$ cat src/rtl/nfa_pkg.sv
package nfa_pkg;
  typedef enum logic [2:0] {
    SEL_HOLD = 3'd0,
    SEL_SEQ  = 3'd1,
    SEL_BTAC = 3'd2,
    SEL_EXC  = 3'd3,
    SEL_EXE  = 3'd4,
    SEL_DISP = 3'd5,
    SEL_DEC  = 3'd6
  } nextSrc_e;

  typedef struct packed {
    nextSrc_e sel;
  } ctrlStrobes_t;
endpackage

$ cat src/rtl/nfa_ctrl.sv
module nfa_ctrl
  import nfa_pkg::*;
(
  input  logic         clk,
  input  logic         rst,
  input  logic         excReq,
  input  logic         exeRecover,
  input  logic         dispRecover,
  input  logic         decRecover,
  input  logic         fetchAccept,
  input  logic         btacHit,
  output ctrlStrobes_t strobes,
  output logic         flushAll,
  output logic         flushDisp,
  output logic         flushDec
);
  always_comb begin
    strobes.sel = SEL_HOLD;
    flushAll    = 1'b0;
    flushDisp   = 1'b0;
    flushDec    = 1'b0;
    if (excReq) begin
      strobes.sel = SEL_EXC;
      flushAll    = 1'b1;
    end else if (exeRecover) begin
      strobes.sel = SEL_EXE;
      flushAll    = 1'b1;
    end else if (dispRecover) begin
      strobes.sel = SEL_DISP;
      flushDisp   = 1'b1;
    end else if (decRecover) begin
      strobes.sel = SEL_DEC;
      flushDec    = 1'b1;
    end else if (fetchAccept) begin
      strobes.sel = btacHit ? SEL_BTAC : SEL_SEQ;
    end
  end

  // never two flush kinds at once
  p_one_flush_r5: assert property (@(posedge clk) disable iff (rst)
    $onehot0({flushAll, flushDisp, flushDec}));
  // quiet when no redirect is requested
  p_no_flush_r5: assert property (@(posedge clk) disable iff (rst)
    !(excReq || exeRecover || dispRecover || decRecover) |-> !(flushAll || flushDisp || flushDec));
  // an exception always discards everything
  p_exc_flush_r2: assert property (@(posedge clk) disable iff (rst)
    excReq |-> flushAll);
  // execute outranks the younger-only flushes
  p_exe_rank_r3: assert property (@(posedge clk) disable iff (rst)
    exeRecover |-> (flushAll && !flushDisp && !flushDec));
endmodule

$ cat src/rtl/nfa_datapath.sv
module nfa_datapath
  import nfa_pkg::*;
#(
  parameter int          ADDR_W       = 32,
  parameter int          IDX_W        = 4,
  parameter int          TAG_W        = 8,
  parameter int          BLOCK_BYTES  = 16,
  parameter logic [31:0] RESET_VECTOR = 32'h0000_0400
) (
  input  logic              clk,
  input  logic              rst,
  input  ctrlStrobes_t      strobes,
  input  logic [ADDR_W-1:0] excVector,
  input  logic [ADDR_W-1:0] exeTarget,
  input  logic [ADDR_W-1:0] dispTarget,
  input  logic [ADDR_W-1:0] decTarget,
  input  logic              updValid,
  input  logic              updTaken,
  input  logic [ADDR_W-1:0] updAddr,
  input  logic [ADDR_W-1:0] updTarget,
  output logic [ADDR_W-1:0] fetchAddr,
  output logic              fetchValid,
  output logic              btacHit
);
  localparam int OFF_W   = $clog2(BLOCK_BYTES);
  localparam int ENTRIES = 1 << IDX_W;
  localparam logic [ADDR_W-1:0] STEP = ADDR_W'(BLOCK_BYTES);

  logic [ENTRIES-1:0] entValid;
  logic [TAG_W-1:0]   entTag [ENTRIES];
  logic [ADDR_W-1:0]  entTgt [ENTRIES];

  logic [IDX_W-1:0] updIdx, lkIdx;
  logic [TAG_W-1:0] updTag, lkTag;
  assign updIdx = updAddr[OFF_W +: IDX_W];
  assign updTag = updAddr[OFF_W+IDX_W +: TAG_W];
  assign lkIdx  = fetchAddr[OFF_W +: IDX_W];
  assign lkTag  = fetchAddr[OFF_W+IDX_W +: TAG_W];

  for (genvar e = 0; e < ENTRIES; e++) begin : g_entry
    logic              vReg;
    logic [TAG_W-1:0]  tagReg;
    logic [ADDR_W-1:0] tgtReg;
    logic              sel;
    assign sel = updValid && (updIdx == IDX_W'(e));
    always_ff @(posedge clk) begin
      if (rst) vReg <= 1'b0;
      else if (sel) vReg <= updTaken;
    end
    always_ff @(posedge clk) begin
      if (sel && updTaken) begin
        tagReg <= updTag;
        tgtReg <= updTarget;
      end
    end
    assign entValid[e] = vReg;
    assign entTag[e]   = tagReg;
    assign entTgt[e]   = tgtReg;
  end

  assign btacHit = entValid[lkIdx] && (entTag[lkIdx] == lkTag);

  logic [ADDR_W-1:0] nextAddr;
  always_comb begin
    unique case (strobes.sel)
      SEL_EXC:  nextAddr = excVector;
      SEL_EXE:  nextAddr = exeTarget;
      SEL_DISP: nextAddr = dispTarget;
      SEL_DEC:  nextAddr = decTarget;
      SEL_BTAC: nextAddr = entTgt[lkIdx];
      SEL_SEQ:  nextAddr = fetchAddr + STEP;
      default:  nextAddr = fetchAddr;
    endcase
  end

  always_ff @(posedge clk) begin
    if (rst) begin
      fetchAddr  <= ADDR_W'(RESET_VECTOR);
      fetchValid <= 1'b0;
    end else begin
      fetchAddr  <= nextAddr;
      fetchValid <= 1'b1;
    end
  end

  // reset restores the start address
  p_reset_vec_r1: assert property (@(posedge clk)
    rst |=> fetchAddr == ADDR_W'(RESET_VECTOR));
  // exception vector lands one edge later
  p_exc_vec_r2: assert property (@(posedge clk) disable iff (rst)
    strobes.sel == SEL_EXC |=> fetchAddr == $past(excVector));
  // sequential step is one block
  p_seq_step_r7: assert property (@(posedge clk) disable iff (rst)
    strobes.sel == SEL_SEQ |=> fetchAddr == $past(fetchAddr) + STEP);
  // no accept and no redirect keeps the address
  p_hold_r8: assert property (@(posedge clk) disable iff (rst)
    strobes.sel == SEL_HOLD |=> $stable(fetchAddr));
  // an invalidating update removes the hit for that address
  p_inval_r10: assert property (@(posedge clk) disable iff (rst)
    (updValid && !updTaken && updAddr[OFF_W+IDX_W-1:OFF_W] == lkIdx && $stable(fetchAddr))
      |=> !btacHit || !$stable(fetchAddr));
endmodule

$ cat src/rtl/nfa_selector.sv
module nfa_selector
  import nfa_pkg::*;
#(
  parameter int          ADDR_W       = 32,
  parameter int          IDX_W        = 4,
  parameter int          TAG_W        = 8,
  parameter int          BLOCK_BYTES  = 16,
  parameter logic [31:0] RESET_VECTOR = 32'h0000_0400
) (
  input  logic              clk,
  input  logic              rst,
  input  logic              excReq,
  input  logic [ADDR_W-1:0] excVector,
  input  logic              exeRecover,
  input  logic [ADDR_W-1:0] exeTarget,
  input  logic              dispRecover,
  input  logic [ADDR_W-1:0] dispTarget,
  input  logic              decRecover,
  input  logic [ADDR_W-1:0] decTarget,
  input  logic              updValid,
  input  logic              updTaken,
  input  logic [ADDR_W-1:0] updAddr,
  input  logic [ADDR_W-1:0] updTarget,
  input  logic              fetchAccept,
  output logic [ADDR_W-1:0] fetchAddr,
  output logic              fetchValid,
  output logic              flushAll,
  output logic              flushDisp,
  output logic              flushDec
);
  ctrlStrobes_t strobes;
  logic         btacHit;

  nfa_ctrl u_ctrl (
    .clk(clk), .rst(rst), .excReq(excReq), .exeRecover(exeRecover),
    .dispRecover(dispRecover), .decRecover(decRecover),
    .fetchAccept(fetchAccept), .btacHit(btacHit), .strobes(strobes),
    .flushAll(flushAll), .flushDisp(flushDisp), .flushDec(flushDec)
  );

  nfa_datapath #(
    .ADDR_W(ADDR_W), .IDX_W(IDX_W), .TAG_W(TAG_W),
    .BLOCK_BYTES(BLOCK_BYTES), .RESET_VECTOR(RESET_VECTOR)
  ) u_dp (
    .clk(clk), .rst(rst), .strobes(strobes), .excVector(excVector),
    .exeTarget(exeTarget), .dispTarget(dispTarget), .decTarget(decTarget),
    .updValid(updValid), .updTaken(updTaken), .updAddr(updAddr),
    .updTarget(updTarget), .fetchAddr(fetchAddr), .fetchValid(fetchValid),
    .btacHit(btacHit)
  );
endmodule

$ cat config.mk
export PLATFORM = sky130hd
export DESIGN_NAME = nfa_selector
export DESIGN_NICKNAME = d
export VERILOG_FILES = /design/src/rtl/nfa_pkg.sv /design/src/rtl/nfa_ctrl.sv /design/src/rtl/nfa_datapath.sv /design/src/rtl/nfa_selector.sv
export SDC_FILE = /design/constraint.sdc
export NUM_CORES = 1
export LEC_CHECK = 0
export BUFFER_PORTS_ARGS = -buffer_cell sky130_fd_sc_hd__buf_2
export CAP_MARGIN = 20
export CORE_MARGIN = 2
export CORE_UTILIZATION = 35
export DETAILED_ROUTE_END_ITERATION = 12
export HOLD_SLACK_MARGIN = 0.05
export SYNTH_ARGS = -nofsm -noshare
export SYNTH_HDL_FRONTEND = slang
export SYNTH_SLANG_ARGS = --single-unit
$ cat constraint.sdc
create_clock -name clk -period 6.8 [get_ports clk]
set_input_delay 0.68 -clock clk [delete_from_list [all_inputs] [get_ports clk]]
set_output_delay 0.68 -clock clk [all_outputs]
set_load 0.02 [all_outputs]
Word level (Yosys, flattened, before mapping). Cells that the tools add are included.

Add/sub/neg operators: 1. Order comparisons: 2. Equality and inequality tests: 22. Multiplexer cells: 25. Bitwise operators: 1. Reductions and logical operators: 35.

Operator list (count): 32-bit one-hot mux with 6 select lines (1); 32-bit binary-select mux with 4-bit select (1); 32-bit two-way mux (2); 1-bit logical AND (33); 32-bit by 5-bit adder with 32-bit output (second input constant) (1); 8-bit binary-select mux with 4-bit select (1); 4-bit equality test (second input constant) (8); 4-bit by 3-bit equality test with 1-bit output (second input constant) (4); 8-bit two-way mux (2); 3-bit two-way mux (5); 1-bit two-way mux (11); 3-bit equality test (second input constant) (3); 4-bit by 2-bit equality test with 1-bit output (second input constant) (2); 8-bit equality test (1); 3-bit by 2-bit equality test with 1-bit output (second input constant) (2); 6-bit nonzero test (1); 5-bit >= comparator (second input constant) (1); 4-bit by 5-bit < comparator with 1-bit output (second input constant) (1); 4-bit inverter with 5-bit output (1); 1-bit binary-select mux with 4-bit select (1); 4-bit by 1-bit equality test with 1-bit output (second input constant) (1); 4-bit logical NOT (1); 3-bit by 1-bit equality test with 1-bit output (second input constant) (1); 2-bit two-way mux (1).

Flip-flop bits (word level): 689. Input bits: 201. Output and inout bits: 36. Word-level logic and storage cells: 136.

Logic depth before layout (Yosys ltp).
Depth in word-level cells: 14. Mapped depth: 13. Mapped depth without buffers: 10.

Hierarchy. From an unflattened synthesis, not the netlist that was laid out.

Cell total of the unflattened synthesis: 1514. Area, all modules: 28079.4 um2.

Modules (own cells, without submodules): nfa_datapath (times used 1, cells an instance 1503, area each 28005.6 um2, sequential area each 20199.4 um2); nfa_ctrl (times used 1, cells an instance 11, area each 73.8 um2, sequential area each 0.0 um2).

Worst setup path before layout. OpenSTA, ideal clock, no wires.

Path type: input-to-reg. Start: in updValid. End: reg u_dp.g_entry[8].tagReg[0] (enable). Library setup time: 0.489 ns. Data arrival time: 3.850 ns. Required time: 6.311 ns. Path slack: 2.461 ns. Stages on the path: 4. Buffers on the path: 0. Cells stage by stage: nand2_1 > nor2_1 > nand2_1 > nor3_1.

Cells in the longest elaborated chain, start to end: 2.

Ends and longest elaborated chain: start: declaration (RTL line nfa_selector.sv:20) `input logic updValid,`; 1-bit logical AND (RTL line nfa_datapath.sv:45) `assign sel = updValid && (updIdx == IDX_W'(e));`; 1-bit logical AND (RTL line nfa_datapath.sv:51) `if (sel && updTaken) begin`; end signal: assignment (RTL line nfa_datapath.sv:52) `tagReg <= updTag;`; end: declaration (RTL line nfa_datapath.sv:42) `logic [TAG_W-1:0] tagReg;`.

Every way passes these cells. A chain may end at the register's enable or synchronous reset.

Worst setup path after layout.
Start: reg u_dp.fetchAddr[5]. End: reg u_dp.fetchAddr[18].

Cells in the longest elaborated chain, start to end: 14. Elaborated cells between the ends (all ways): 26. Those cells by class: add/sub (1); eq/ne (7); mux (15); bitwise (1); reduce/logical (2).

Ends and longest elaborated chain: start: declaration (RTL line nfa_datapath.sv:21) `output logic [ADDR_W-1:0] fetchAddr,`; start signal: assignment (RTL line nfa_datapath.sv:78) `fetchAddr <= ADDR_W'(RESET_VECTOR);`; start signal: assignment (RTL line nfa_datapath.sv:81) `fetchAddr <= nextAddr;`; 4-bit inverter with 5-bit output (implied by the code) (RTL line nfa_datapath.sv:61, nfa_datapath.sv:70); 8-bit binary-select mux with 4-bit select (RTL line nfa_datapath.sv:61) `assign btacHit = entValid[lkIdx] && (entTag[lkIdx] == lkTag);`; 8-bit two-way mux (implied by the code) (2 in a row) (RTL line nfa_datapath.sv:61); 8-bit equality test (RTL line nfa_datapath.sv:61); 1-bit logical AND (RTL line nfa_datapath.sv:61); 2-bit two-way mux (RTL line nfa_ctrl.sv:35) `strobes.sel = btacHit ? SEL_BTAC : SEL_SEQ;`; 3-bit two-way mux (RTL line nfa_ctrl.sv:34) `end else if (fetchAccept) begin`; 3-bit two-way mux (RTL line nfa_ctrl.sv:31) `end else if (decRecover) begin`; 3-bit two-way mux (RTL line nfa_ctrl.sv:28) `end else if (dispRecover) begin`; 3-bit two-way mux (RTL line nfa_ctrl.sv:25) `end else if (exeRecover) begin`; 3-bit two-way mux (RTL line nfa_ctrl.sv:22) `if (excReq) begin`; 3-bit by 1-bit equality test with 1-bit output (tied with other cells) (RTL line nfa_datapath.sv:65) `unique case (strobes.sel)`; 32-bit one-hot mux with 6 select lines or 6-bit nonzero test (tied branches).

Parallel ways exist; a longest one is shown, timed or not. The select of a mux whose other input is x is not followed.

==> reports/qor.txt <==
TIMING
----------------------------------------------------------------------------------
Worst-margin pin slew                                                     1.209 ns
Unrepaired setup endpoints after global routing                                 no
Final setup violating endpoints                                                  0
Clock Skew                                                              0.02625 ns
Worst-case hold slack                                                    0.3354 ns
Fin Setup TNS                                                                 0 ns
Fmax                                                                     197.9 MHz
Final Hold Viols                                                                 0
Pins Over Slew Limit                                                             0
Final Critical Period                                                     5.053 ns
Slew HR                                                                     0.1940
Share of the clock period used by the worst path                            0.7430

ROUTING
----------------------------------------------------------------------------------
Detailed-route via count                                                     15420
Count of antenna-violating nets left after detailed routing                      0
DRC violations left                                                              0
Iter 0 DRT Violations                                                         1531
Pre-antenna DRT Iters                                                            7
Detail-routed net length per standard cell                                27.22 um
Vias per cell                                                                5.532
Routed Wire Length                                                        75.88 mm

LOGIC SYNTHESIS
----------------------------------------------------------------------------------
FF+latch count, synth                                                          689
Share of flip-flops with an asynchronous set or reset                            0
Average cell area after synthesis                                       19.57 um^2
Most used flip-flop cell after synthesis                              sky130_fd_sc_hd__edfxtp_1
Count leader, synth                                                   sky130_fd_sc_hd__edfxtp_1
Warnings, synthesis                                                              0
Netlist cell types                                                              47
Top cells by area in the synthesized netlist                          sky130_fd_sc_hd__edfxtp_1 (68%), sky130_fd_sc_hd__mux4_2 (15%), sky130_fd_sc_hd__dfxtp_1 (3.5%)
EDFF count, synth                                                              640
Most frequent cells after synthesis                                   sky130_fd_sc_hd__edfxtp_1 (640), sky130_fd_sc_hd__mux4_2 (184), sky130_fd_sc_hd__nand2_1 (83)
Area leader, netlist                                                  sky130_fd_sc_hd__edfxtp_1
Fraction of post-synthesis cell area in the top cell type by area           0.6842
Number of instances in the synthesized netlist                                1435
Part of the Yosys area used for sequential elements                         0.7191
Netlist area before placement                                         0.02809 mm^2
Post-Synthesis Net Count                                                      1637

LAYOUT
----------------------------------------------------------------------------------
Nets                                                                          1876
Number of cells in the finished layout apart from fillers                     2788
Area added between synthesis and finish                                     17.39%
Share of the core filled with cells in the final layout                     0.4160
Share of cells above drive strength 1                                       0.3506

WORST SETUP PATH
----------------------------------------------------------------------------------
Type of element launching the critical path                              flip-flop
Internal reg-to-reg setup slack                                            1.75 ns
CP peak stage delay                                                        1.02 ns
Cell Chain, Critical Path                                             buf_4, mux4_2, mux2i_1, o21ai_0, a2111oi_4, o2111ai_4, nand3_1, nand2_1, buf_4, o311a_1
Reg-to-reg critical path endpoint                                     u_dp.fetchAddr[18]$_SDFFE_PP0P_
Critical Path Sink Type                                                  flip-flop
Combined buffer and inverter count along the critical path                       2
Length in cells of the worst reg-to-reg path                                    10
Family of cells with the greatest summed delay on the critical path   compound AO/OA/AOI/OAI gates
CP arrival                                                                 5.53 ns
R2R Path Start                                                        u_dp.fetchAddr[5]$_SDFFE_PP0P_
Worst setup path category                                             flip-flop to flip-flop
Critical-path maximum fanout                                                    60
Slowest cell on the critical path                                     sky130_fd_sc_hd__dfxtp_4
Required time reported for the critical path endpoint                      7.28 ns
Crit path top cell by count                                           sky130_fd_sc_hd__buf_4

CLOCKING
----------------------------------------------------------------------------------
Clock insertion delay at the later pin of the skew report                  0.62 ns
Number of levels in the clock H-tree                                             3
Clock tree sinks                                                               689
CTS hold repair buffers                                                          0
Root Buffer                                                           sky130_fd_sc_hd__clkbuf_16
Clock Tree Buf Depth                                                             3
Number of post-CTS setup repair buffers                                          0
Total CTS buffers                                                               74
Quantity of gates resized following cts                                          0
Clk pin slew, worst setup/hold paths                                       0.06 ns
CTS tree                                                                     built

DIE
----------------------------------------------------------------------------------
Starting utilization of the core area                                       0.3544
Placement row count                                                            103
Count of pins on the block boundary                                            237
Core Region                                                           0.07926 mm^2
Die area                                                              0.08254 mm^2
Die outline height                                                        287.3 um
Die width                                                                 287.3 um

MIN PATH
----------------------------------------------------------------------------------
Terminating pin of the worst hold path                                u_dp.fetchAddr[0]$_SDFFE_PP0P_
Class of the tightest hold or removal check                           input pin to flip-flop
Worst hold stages                                                                3
Startpoint of the tightest hold check path                            excVector[0]

PWR
----------------------------------------------------------------------------------
Switching power                                                           2.078 mW
Maximum VDD drop                                                         0.1807 mV
Proportion of power drawn by the clock network                               0.429
Switching Fraction                                                          0.2196
Share of power burned in combinational logic                                 0.067
Static leakage                                                            10.70 nW
Sequential group share of total power                                        0.504
PwrDens                                                               286.9 mW/mm^2
Overall power of the completed layout                                     9.461 mW
Internal power                                                            7.383 mW

GLOBAL ROUTE
----------------------------------------------------------------------------------
Overflow after GRT                                                               0
GRT Total Usage                                                             0.1827
Vias in the first global route                                               15480
Global-route wire length before repair                                    107.8 mm
Maximum number of pins on one net before global-route repair                    61
Antenna violations before repair                                                14

PLACE
----------------------------------------------------------------------------------
Placer's final routability congestion estimate                              0.8332
Post-detail-place hpwl                                                    43.04 mm
Dpl cells                                                                     2647
Number of port buffers                                                         216

FLOW RUN
----------------------------------------------------------------------------------
Maximum Capacitance Violations                                                   0

OUTCOME
----------------------------------------------------------------------------------
Status                                                                finished clean

-- through the flow --
stage / setup slack (ns) / cell area, um^2
final: 1.747 / 32970
after global routing: 1.509 / 32970
after CTS: 1.746 / 32960
after detailed placement: 1.781 / 30500
after global placement: 1.817 / 30500
after floorplan: 2.461 / 28090
-- tightest hold or removal path, stage by stage --
cell and delay (ns):
sky130_fd_sc_hd__buf_2 0.10, sky130_fd_sc_hd__nand2_1 0.05, sky130_fd_sc_hd__a311oi_1 0.08
-- cell type report --
class                           count  area (um^2)
Antenna cell                        4        10.01
Clock buffer                       86         1938
Clock inverter                     50        518.0
Fill cell                        6967        46280
Inverter                            6        22.52
Multi-Input combinational cell    649         7592
Sequential cell                   689        20210
Tap cell                         1050         1314
Timing Repair Buffer              254         1364
-- worst max path at each step --
stage / cells past startpoint / startpoint / to
after global routing: 10 / u_dp.fetchAddr[5]$_SDFFE_PP0P_ / u_dp.fetchAddr[18]$_SDFFE_PP0P_
after CTS: 10 / u_dp.fetchAddr[5]$_SDFFE_PP0P_ / u_dp.fetchAddr[18]$_SDFFE_PP0P_
final: 10 / u_dp.fetchAddr[5]$_SDFFE_PP0P_ / u_dp.fetchAddr[18]$_SDFFE_PP0P_
after floorplan: 4 / updValid / u_dp.g_entry[8].tagReg[0]$_DFFE_PP_
after global placement: 10 / u_dp.fetchAddr[5]$_SDFFE_PP0P_ / u_dp.fetchAddr[16]$_SDFFE_PP0P_
after detailed placement: 10 / u_dp.fetchAddr[5]$_SDFFE_PP0P_ / u_dp.fetchAddr[18]$_SDFFE_PP0P_
-- power by group through the flow --
stage	Combinational (mW)	Sequential, mW	Clock [mW]
2_1_floorplan	0.404	4.82	0
3_3_place_gp	0.626	4.86	0
3_5_place_dp	0.638	4.86	0
4_1_cts	0.641	4.77	4.14
5_1_grt	0.680	4.78	4.30
6_report	0.633	4.77	4.06
-- flip-flops by register name, summed over array words and instances, names as in the netlist --
name	flops
u_dp.fetchAddr	32
u_dp.fetchValid	1
u_dp.g_entry.tgtReg	512
u_dp.g_entry.vReg	16
u_dp.g_entry.tagReg	128
-- placed cells by master, fill, tap and decap left out, types with 14 or more instances in the layout --
master,n
sky130_fd_sc_hd__edfxtp_1,640
sky130_fd_sc_hd__buf_2,217
sky130_fd_sc_hd__mux4_2,184
sky130_fd_sc_hd__nand2_1,83
sky130_fd_sc_hd__clkbuf_16,75
sky130_fd_sc_hd__dfxtp_1,45
sky130_fd_sc_hd__mux2i_1,44
sky130_fd_sc_hd__nor2_1,38
sky130_fd_sc_hd__buf_4,37
sky130_fd_sc_hd__a222oi_1,31
sky130_fd_sc_hd__nand2b_1,29
sky130_fd_sc_hd__a31oi_1,27
sky130_fd_sc_hd__o311a_1,27
sky130_fd_sc_hd__mux2_4,24
sky130_fd_sc_hd__xor2_1,21
sky130_fd_sc_hd__clkinv_2,20
sky130_fd_sc_hd__a21oi_1,19
sky130_fd_sc_hd__nand3_1,17
sky130_fd_sc_hd__xnor2_1,14
-- cells by family (layout without fill, tap and decap cells) --
family	count (synthesis)	count (layout)	share of synthesized area
AOI/OAI and AO/OA	137	137	0.04000
xor gates and xnor gates	35	35	0.01091
adders and majority gates	1	1	0.0004454
buffers and inverters	97	396	0.01608
DFF	689	689	0.7191
muxes	252	252	0.1760
other	0	4	0
and+or+nand+nor	224	224	0.03742
-- layer usage --
layer / track usage / vias up / share of wire / wire [um]
met4: 0.05039 / 14 / 0.022 / 1664
met1: 0.2540 / 8193 / 0.43 / 32520
met3: 0.03937 / 128 / 0.081 / 6133
met2: 0.2908 / 643 / 0.47 / 35470
met5: 0 / - / 0.0012 / 91
li1: - / 6445 / - / -
Note: power is estimated with default switching activity, not from simulation.
